==> config.mk <==
export PLATFORM = sky130hd
export DESIGN_NAME = mdrop_pkt_decoder
export DESIGN_NICKNAME = d
export VERILOG_FILES = /design/src/rtl/pdec_pkg.sv /design/src/rtl/pdec_errflags.sv /design/src/rtl/pdec_parser.sv /design/src/rtl/pdec_resp.sv /design/src/rtl/mdrop_pkt_decoder.sv
export SDC_FILE = /design/constraint.sdc
export NUM_CORES = 1
export LEC_CHECK = 0
export ABC_CLOCK_PERIOD_IN_PS = 3500
export BUFFER_PORTS_ARGS = -buffer_cell sky130_fd_sc_hd__buf_2
export CORE_MARGIN = 2
export CORE_UTILIZATION = 57
export CTS_BUF_LIST = sky130_fd_sc_hd__clkbuf_2
export CTS_CLUSTER_SIZE = 20
export DETAILED_ROUTE_END_ITERATION = 8
export PLACE_DENSITY_LB_ADDON = 0.08
export SLEW_MARGIN = 20
export SYNTH_ARGS = -nofsm -noshare
export SYNTH_HDL_FRONTEND = slang
export SYNTH_SLANG_ARGS = --single-unit
export TNS_END_PERCENT = 100
==> constraint.sdc <==
create_clock -name clk -period 3.5 [get_ports clk]
set_clock_uncertainty 0.2 [all_clocks]
set_input_delay 0.875 -clock clk [delete_from_list [all_inputs] [get_ports clk]]
set_output_delay 0.875 -clock clk [all_outputs]
set_load 0.02 [all_outputs]
==> src/rtl/pdec_pkg.sv <==
package pdec_pkg;
  localparam int DATA_W   = 13;
  localparam int NUM_ERR  = 5;
  localparam int EB_CRC   = 0;
  localparam int EB_PAR   = 1;
  localparam int EB_STOP  = 2;
  localparam int EB_START = 3;
  localparam int EB_SIL   = 4;
  localparam logic [7:0] ACK_CODE = 8'hC3;

  typedef enum logic [2:0] {ST_SYNC, ST_ADDR, ST_REG, ST_DLO, ST_FIN} pst_e;

  // serial CRC x^3+x+1, bits consumed from d[0] upward, n bits
  function automatic logic [2:0] crc3_upd(input logic [2:0] c, input logic [DATA_W-1:0] d,
                                          input int n);
    logic [2:0] r;
    logic fb;
    r = c;
    for (int i = 0; i < DATA_W; i++) begin
      if (i < n) begin
        fb = d[i] ^ r[2];
        r  = {r[1], r[0] ^ fb, fb};
      end
    end
    return r;
  endfunction
endpackage

==> src/rtl/pdec_errflags.sv <==
module pdec_errflags #(
  parameter int N = 5
) (
  input  logic         clk,
  input  logic         rst_n,
  input  logic [N-1:0] set_i,
  input  logic [N-1:0] clr_i,
  output logic [N-1:0] flags_o
);
  logic [N-1:0] err_q;

  always_ff @(posedge clk) begin
    if (!rst_n) err_q <= '0;
    else        err_q <= (err_q & ~clr_i) | set_i;
  end

  assign flags_o = err_q;

  AST_FLAG_STICKY: assert property (@(posedge clk) disable iff (!rst_n)
    ((err_q & ~clr_i) != '0) |=> ((err_q & $past(err_q & ~clr_i)) == $past(err_q & ~clr_i)));
endmodule

==> src/rtl/pdec_parser.sv <==
module pdec_parser
  import pdec_pkg::*;
#(
  parameter int DEV_W   = 4,
  parameter int ID_W    = 6,
  parameter int TO_BITS = 16
) (
  input  logic              clk,
  input  logic              rst_n,
  input  logic              sync_ok,
  input  logic              byte_vld,
  input  logic [7:0]        byte_data,
  input  logic              byte_perr,
  input  logic              byte_stop_err,
  input  logic              byte_start_err,
  input  logic              bit_tick,
  input  logic [DEV_W-1:0]  dev_id,
  input  logic [ID_W-1:0]   cluster_id,
  output logic              wr_en,
  output logic [7:0]        wr_addr,
  output logic [DATA_W-1:0] wr_data,
  output logic              rd_req,
  output logic [7:0]        rd_addr,
  output logic              ack_req,
  output logic [NUM_ERR-1:0] err_set
);
  localparam int TO_W = $clog2(TO_BITS + 1);

  pst_e            st_q, st_d;
  logic [7:0]      adr_q, reg_q, dlo_q;
  logic [2:0]      crc_q, crc_calc;
  logic [TO_W-1:0] sil_q;

  // named events for the assertions and outputs
  logic in_pkt, frame_err, sil_evt, good_byte, fin_evt, crc_ok;
  logic grp, is_rd, hit_ind, hit_glb, hit_cl, commit_wr, commit_rd;
  logic [ID_W-1:0] tid;

  assign in_pkt    = (st_q != ST_SYNC);
  assign frame_err = byte_vld && in_pkt && (byte_perr || byte_stop_err || byte_start_err);
  assign sil_evt   = in_pkt && !byte_vld && bit_tick && (sil_q == TO_W'(TO_BITS));
  assign good_byte = byte_vld && in_pkt && !frame_err;
  assign fin_evt   = good_byte && (st_q == ST_FIN);
  assign crc_calc  = crc3_upd(crc_q, {8'b0, byte_data[7:3]}, 5);
  assign crc_ok    = (crc_calc == byte_data[2:0]);

  assign grp     = adr_q[7];
  assign tid     = adr_q[6:1];
  assign is_rd   = adr_q[0];
  assign hit_ind = !grp && (tid == {{(ID_W-DEV_W){1'b0}}, dev_id});
  assign hit_glb = grp && (tid == '0) && !is_rd;
  assign hit_cl  = grp && (tid == cluster_id) && !is_rd;

  assign commit_wr = fin_evt && crc_ok && !is_rd && (hit_ind || hit_glb || hit_cl);
  assign commit_rd = fin_evt && crc_ok && is_rd && hit_ind;

  always_comb begin
    err_set           = '0;
    err_set[EB_CRC]   = fin_evt && !crc_ok;
    err_set[EB_PAR]   = frame_err && byte_perr;
    err_set[EB_STOP]  = frame_err && byte_stop_err;
    err_set[EB_START] = frame_err && byte_start_err;
    err_set[EB_SIL]   = sil_evt;
  end

  always_comb begin
    st_d = st_q;
    case (st_q)
      ST_SYNC: if (sync_ok)   st_d = ST_ADDR;
      ST_ADDR: if (good_byte) st_d = ST_REG;
      ST_REG:  if (good_byte) st_d = adr_q[0] ? ST_FIN : ST_DLO;
      ST_DLO:  if (good_byte) st_d = ST_FIN;
      ST_FIN:  if (good_byte) st_d = ST_SYNC;
      default: st_d = ST_SYNC;
    endcase
    if (frame_err || sil_evt) st_d = ST_SYNC;
  end

  always_ff @(posedge clk) begin
    if (!rst_n) begin
      st_q    <= ST_SYNC;
      adr_q   <= '0;
      reg_q   <= '0;
      dlo_q   <= '0;
      crc_q   <= '0;
      sil_q   <= '0;
      wr_en   <= 1'b0;
      wr_addr <= '0;
      wr_data <= '0;
      rd_req  <= 1'b0;
      rd_addr <= '0;
      ack_req <= 1'b0;
    end else begin
      st_q <= st_d;
      if (!in_pkt || byte_vld)                           sil_q <= '0;
      else if (bit_tick && sil_q != TO_W'(TO_BITS))      sil_q <= sil_q + 1'b1;
      if (good_byte) begin
        case (st_q)
          ST_ADDR: begin adr_q <= byte_data; crc_q <= crc3_upd(3'b000, {5'b0, byte_data}, 8); end
          ST_REG:  begin reg_q <= byte_data; crc_q <= crc3_upd(crc_q, {5'b0, byte_data}, 8); end
          ST_DLO:  begin dlo_q <= byte_data; crc_q <= crc3_upd(crc_q, {5'b0, byte_data}, 8); end
          default: ;
        endcase
      end
      wr_en   <= commit_wr;
      rd_req  <= commit_rd;
      ack_req <= commit_wr && hit_ind;
      if (commit_wr) begin
        wr_addr <= reg_q;
        wr_data <= {byte_data[7:3], dlo_q};
      end
      if (commit_rd) rd_addr <= reg_q;
    end
  end

  AST_ERR_DROPS: assert property (@(posedge clk) disable iff (!rst_n)
    (frame_err || sil_evt) |=> (st_q == ST_SYNC && !wr_en && !rd_req));
  AST_WR_RD_EXCL: assert property (@(posedge clk) disable iff (!rst_n)
    !(wr_en && rd_req));
  AST_SIL_ONCE: assert property (@(posedge clk) disable iff (!rst_n)
    sil_evt |=> !in_pkt);
endmodule

==> src/rtl/pdec_resp.sv <==
module pdec_resp
  import pdec_pkg::*;
(
  input  logic              clk,
  input  logic              rst_n,
  input  logic              ack_i,
  input  logic              rd_i,
  input  logic [DATA_W-1:0] rd_data_i,
  input  logic              rsp_ready,
  output logic              rsp_vld,
  output logic [7:0]        rsp_byte
);
  logic [1:0] n_q, i_q;
  logic [7:0] lo_q, hi_q;

  assign rsp_vld = (i_q < n_q);

  always_comb begin
    case (i_q)
      2'd0:    rsp_byte = ACK_CODE;
      2'd1:    rsp_byte = lo_q;
      default: rsp_byte = hi_q;
    endcase
  end

  always_ff @(posedge clk) begin
    if (!rst_n) begin
      n_q  <= '0;
      i_q  <= '0;
      lo_q <= '0;
      hi_q <= '0;
    end else if (rd_i) begin
      n_q  <= 2'd3;
      i_q  <= 2'd0;
      lo_q <= rd_data_i[7:0];
      hi_q <= {rd_data_i[DATA_W-1:8], crc3_upd(3'b000, rd_data_i, DATA_W)};
    end else if (ack_i) begin
      n_q <= 2'd1;
      i_q <= 2'd0;
    end else if (rsp_vld && rsp_ready) begin
      i_q <= i_q + 1'b1;
    end
  end

  AST_REPLY_CAUSED: assert property (@(posedge clk) disable iff (!rst_n)
    $rose(rsp_vld) |-> $past(ack_i || rd_i));
  AST_ACK_LEADS: assert property (@(posedge clk) disable iff (!rst_n)
    $rose(rsp_vld) |-> (rsp_byte == ACK_CODE));
endmodule

==> src/rtl/mdrop_pkt_decoder.sv <==
module mdrop_pkt_decoder
  import pdec_pkg::*;
#(
  parameter int DEV_W   = 4,
  parameter int ID_W    = 6,
  parameter int TO_BITS = 16
) (
  input  logic               clk,
  input  logic               rst_n,
  input  logic               sync_ok,
  input  logic               byte_vld,
  input  logic [7:0]         byte_data,
  input  logic               byte_perr,
  input  logic               byte_stop_err,
  input  logic               byte_start_err,
  input  logic               bit_tick,
  input  logic [DEV_W-1:0]   dev_id,
  input  logic [ID_W-1:0]    cluster_id,
  input  logic [NUM_ERR-1:0] err_clr,
  input  logic [DATA_W-1:0]  rd_data,
  input  logic               rsp_ready,
  output logic               wr_en,
  output logic [7:0]         wr_addr,
  output logic [DATA_W-1:0]  wr_data,
  output logic               rd_req,
  output logic [7:0]         rd_addr,
  output logic               rsp_vld,
  output logic [7:0]         rsp_byte,
  output logic [NUM_ERR-1:0] err_flags
);
  logic               ack_req;
  logic [NUM_ERR-1:0] err_set;

  pdec_parser #(.DEV_W(DEV_W), .ID_W(ID_W), .TO_BITS(TO_BITS)) u_parse (
    .clk(clk), .rst_n(rst_n), .sync_ok(sync_ok), .byte_vld(byte_vld),
    .byte_data(byte_data), .byte_perr(byte_perr), .byte_stop_err(byte_stop_err),
    .byte_start_err(byte_start_err), .bit_tick(bit_tick), .dev_id(dev_id),
    .cluster_id(cluster_id), .wr_en(wr_en), .wr_addr(wr_addr), .wr_data(wr_data),
    .rd_req(rd_req), .rd_addr(rd_addr), .ack_req(ack_req), .err_set(err_set)
  );

  pdec_resp u_resp (
    .clk(clk), .rst_n(rst_n), .ack_i(ack_req), .rd_i(rd_req), .rd_data_i(rd_data),
    .rsp_ready(rsp_ready), .rsp_vld(rsp_vld), .rsp_byte(rsp_byte)
  );

  pdec_errflags #(.N(NUM_ERR)) u_err (
    .clk(clk), .rst_n(rst_n), .set_i(err_set), .clr_i(err_clr), .flags_o(err_flags)
  );
endmodule

[Yosys cells after proc, flatten, opt, wreduce, memory -nomap -nowiden]
Cells that the tools add are included.
Cells by class
  add/sub/neg operators: 2
  $lt $le $gt $ge: 1
  equal/unequal tests: 15
  muxes and demuxes: 98
  bitwise operators: 82
  reduce and logical (&&, ||, !) cells: 50
Operator list (count)
  $mux 3: 93
  $xor 1x1->1: 78
  $logic_and 1x1->1: 24
  $pmux 8 s2: 1
  $pmux 3 s5: 1
  $pmux 3 s3: 1
  $ne 2x1->1 const B: 4
  $reduce_and 2->1: 4
  $eq 3x2->1 const B: 2
  $eq 6x4->1: 1
  $eq 6x6->1: 1
  $logic_not 1->1: 6
  $logic_not 6->1: 1
  $logic_or 1x1->1: 6
  $reduce_bool 3->1: 2
  $add 5x1->5 const B: 1
  $and 5x5->5: 1
  $eq 5x5->1 const B: 1
  $ne 5x5->1 const B: 1
  $not 5->5: 1
  $or 5x5->5: 1
  $reduce_and 5->1: 1
  $mux 2: 2
  $reduce_or 2->1: 2
  12 further kinds: 12
Storage, ports and cells
  bits in registers: 92
  bits of input ports: 45
  output and inout bits: 45

[Logic depth before layout (Yosys ltp)]
  depth after elaboration: 48
  gate-level depth with buffers: 9
  mapped depth without buffers: 8

[Hierarchy]
Synthesis repeated with hierarchy kept, for this count alone.
Second synthesis, totals
  cell total of the unflattened synthesis: 474
  area total of the unflattened synthesis: 4591.9 sq um
By module, submodules not included
  pdec_parser: instances 1, cells an instance 351, area each 3299.4 sq um
  pdec_resp: instances 1, cells an instance 108, area each 1086.0 sq um
  pdec_errflags: instances 1, cells an instance 15, area each 206.4 sq um

[Worst setup path before layout]
No wires, ideal clock.
  kind: input to register
  start point: input byte_data[4]
  end point: register u_parse.wr_data[10]
  arrival time: 2.593 ns
  required time: 3.229 ns
  setup slack: 0.637 ns
  stages on the path: 8
  cells stage by stage: buf_2 xnor3_2 xor2_2 mux2i_2 a32o_2 buf_4 nand4_1 a21oi_1
Between the ends
  longest elaborated chain between the ends: 8
  elaborated cells on any way between the ends: 11
  those cells by class: eq/ne: 1; bitwise: 7; reduce/logical: 3
RTL lines
  start, declared: RTL line mdrop_pkt_decoder.sv:12  | input logic [7:0] byte_data,
  $xor 1x1->1 *: RTL line pdec_pkg.sv:21  | fb = d[i] ^ r[2];
  $xor 1x1->1: RTL line pdec_pkg.sv:22  | r = {r[1], r[0] ^ fb, fb};
  $xor 1x1->1: RTL line pdec_pkg.sv:21
  $xor 1x1->1: RTL line pdec_pkg.sv:22
  $eq 3x3->1 *: RTL line pdec_parser.sv:45  | assign crc_ok = (crc_calc == byte_data[2:0]);
  $logic_and 1x1->1 * (3 in a row): RTL line pdec_parser.sv:54  | assign commit_wr = fin_evt && crc_ok && !is_rd && (hit_ind || hit_glb || hit_cl);
  end signal, assigned: RTL line pdec_parser.sv:110  | wr_data <= {byte_data[7:3], dlo_q};
  end, declared: RTL line pdec_parser.sv:21  | output logic [DATA_W-1:0] wr_data,
Every way passes the cells marked *; elsewhere a longest branch is shown, timed or not.
A chain may end at the register's enable or synchronous reset.

[Worst setup path in the final report]
  start point: register u_resp.i_q[0]
  end point: output rsp_byte[6]
Between the ends
  longest elaborated chain between the ends: 2
  elaborated cells on any way between the ends: 3
  those cells by class: eq/ne: 1; mux: 1; reduce/logical: 1
RTL lines
  start, declared: RTL line pdec_resp.sv:13  | logic [1:0] n_q, i_q;
  start signal, assigned: RTL line pdec_resp.sv:41  | i_q <= i_q + 1'b1;
  $eq 2x1->1 or $logic_not 2->1 (tied branches): RTL line pdec_resp.sv:19  | case (i_q)
  $pmux 8 s2 *: RTL line pdec_resp.sv:19
  end, declared: RTL line mdrop_pkt_decoder.sv:28  | output logic [7:0] rsp_byte,
Marked as above.

==> flow_summary.json <==
{
  "run_status": "finished clean",
  "power.density_nw_per_um2": 359,
  "crit_path_end_kind": "output pin",
  "ys_seq_area_frac": 0.415,
  "tns_ns": 0,
  "cts_resized": 0,
  "postRouteAntennaNets": 0,
  "slew_violations": 0,
  "power_frac_clock": 0.297,
  "numPortBuffers": 89,
  "switchingPower_w": 0.000499,
  "fin_nets": 630,
  "cts.clk_slew.worst_paths_ns": 0.26,
  "drc": 0,
  "worstSetupPathType": "register to output pin",
  "synth_nets": 553,
  "p_seq_frac": 0.582,
  "first_pass_iters": 4,
  "finalWeightedCongestion": 0.950,
  "fp.dieW_um": 92.3,
  "p_comb_frac": 0.122,
  "clk_path_buf_depth": 2,
  "final_common_cell": "dfxtp_1",
  "whs_ns": 0.276,
  "first_global_vias": 3691,
  "synth_edf_count": 0,
  "mostFrequentLayoutCells": "dfxtp_1, buf_2, nor2_1",
  "leakage_nw": 2.12,
  "wirelength_um": 10100,
  "io-pin-count": 90,
  "synth-warning-count": 0,
  "synthCells": 503,
  "slowest_stage": "ha_1",
  "slew-limit-headroom": 0.357,
  "min_period_ns": 3.18,
  "rr_worst_depth": 6,
  "antenna_found_initial": 0,
  "grt_pass1_wl_um": 16900,
  "ys_top_cells_by_area": "dfxtp_1, mux2i_1, xnor2_1",
  "num_vias": 3760,
  "switching_share": 0.274,
  "worstSetupStartpointType": "register",
  "internal_power_w": 0.00132,
  "via_per_inst": 5.47,
  "nFillCells": 683,
  "cts_buffers": 9,
  "min_path_cells": 2,
  "clk-insertion-delay-late_ns": 0.53,
  "num_antenna_cells": 0,
  "fin_util": 0.663,
  "rsz0062_at_grt": "no",
  "cts_tree": "yes",
  "die_h_um": 92.3,
  "htree_levels": 3,
  "yosysTopAreaCell": "dfxtp_1",
  "syn_to_final_growth_pct": 14.2,
  "worst_slew_pin_slew_ns": 0.964,
  "crit_arrival_ns": 2.11,
  "syn_area_um2": 4440,
  "drv_cap": 0,
  "rows": 32,
  "synth.distinct_cells": 43,
  "async_flop_share": 0,
  "ys_seq_elements": 92,
  "max_freq_mhz": 314,
  "drive_gt1_frac": 0.219,
  "grt_overflow": 0,
  "grt_usage": 0.246,
  "cts_num_sinks": 92,
  "hold_violations": 0,
  "synth_top_area_share": 0.415,
  "path_max_fanout": 16,
  "dp_hpwl_um": 7200,
  "fin_crit_sh": 0.910,
  "hp-class": "register to register",
  "die_area_um2": 8520,
  "ys.flop_type": "dfxtp_1",
  "drtIter0Drc": 124,
  "finalSetupViolCount": 0,
  "required_ns": 2.42,
  "cts_hold_buf": 0,
  "slowest_delay_ns": 0.54,
  "post_cts_buffers": 0,
  "ir_worst_vdd_uv": 205,
  "grt_max_degree": 28,
  "core_area_um2": 7650,
  "crit_chain": "ha_1, nor2b_1, a211o_1, buf_2",
  "avgSynthCellArea_um2": 8.83,
  "routedWlPerCell_um": 14.7,
  "start_util": 0.581,
  "cts-root-buf": "clkbuf_2"
}
synth_stat cells, drive strengths merged, types with 2 or more instances:
| cell type | count |
|---|---|
| dfxtp | 92 |
| nor2 | 69 |
| mux2i | 49 |
| xnor2 | 39 |
| nand2 | 36 |
| a21oi | 31 |
| o21ai | 29 |
| nand4 | 25 |
| clkbuf | 21 |
| buf | 13 |
| xor2 | 13 |
| nor2b | 11 |
| nor3 | 11 |
| inv | 10 |
| nand2b | 7 |
| nand3 | 6 |
| nor4 | 6 |
| ha | 5 |
| a211o | 4 |
| a211oi | 4 |
| or3 | 4 |
| and2 | 3 |
| a311oi | 2 |
| a32oi | 2 |
| nand3b | 2 |
path summary, 6_finish.rpt:
check,slack (ns),to,start
setup / recovery,0.32,rsp_byte[6],u_resp.i_q[0]
hold / removal,0.28,u_parse.rd_addr[2],u_parse.rd_addr[2]
setup reg to reg,0.78,u_parse.wr_addr[4],u_parse.crc_q[1]
hold reg to reg,0.28,u_parse.rd_addr[2],u_parse.rd_addr[2]
registers in the layout, summed over array words and instances, names as in the netlist, 5 cells and up:
register	flops
u_resp.lo_q	8
u_parse.reg_q	8
u_parse.rd_addr	8
u_resp.hi_q	8
u_parse.adr_q	8
u_parse.wr_addr	8
u_err.flags_o	5
u_parse.wr_data	13
u_parse.dlo_q	8
u_parse.sil_q	5
metal layers:
metal	wire (µm)	up-vias	GRT usage
li1	-	1881	-
met1	4360	1756	0.299
met2	5030	106	0.423
met3	555	17	0.0575
met4	184	0	0.0958
met5	0	-	0
through the flow:
step                area [µm²]  std cells  power (W)  worst slack (ns)
global placement          4950        671    0.00130             0.185
finish                    5070        687    0.00182             0.316
global route              5070        687    0.00190             0.155
detailed placement        4950        671    0.00130            0.0539
floorplan                 4440        503    0.00124             0.637
CTS                       5070        687    0.00184             0.286
logic make-up after synthesis:
group                      share of synthesized area
DFF                                            0.415
and+or+nand+nor                                0.194
xor gates and xnor gates                       0.115
adders and majority gates                     0.0141
buffers and inverters                         0.0422
AOI/OAI and AO/OA                              0.106
muxes                                          0.114
critical path: cells and delay by family (launching register included):
kind	cells	cell delay, ns
simple gates	1	0.13
flops	1	0.44
compound gates	1	0.32
fa+ha+maj	1	0.54
buf+inv	1	0.17
power by group through the flow:
| stage | Clock, W | Combinational (W) | Sequential, W |
|---|---|---|---|
| after floorplan | 0 | 0.000158 | 0.00108 |
| after global placement | 0 | 0.000218 | 0.00108 |
| after detailed placement | 0 | 0.000221 | 0.00108 |
| after CTS | 0.000555 | 0.000222 | 0.00106 |
| after global routing | 0.000598 | 0.000242 | 0.00106 |
| final | 0.000541 | 0.000222 | 0.00106 |
final cells by class:
cell class	count	area [µm²]	area share
Timing Repair Buffer	100	528	0.104
Multi-Input combinational cell	367	2420	0.477
Clock buffer	9	45.0	0.00888
Inverter	10	37.5	0.00740
Clock inverter	7	73.8	0.0146
Tap cell	102	128	0.0252
Sequential cell	92	1840	0.363
Power figures use the tool's default switching activity.
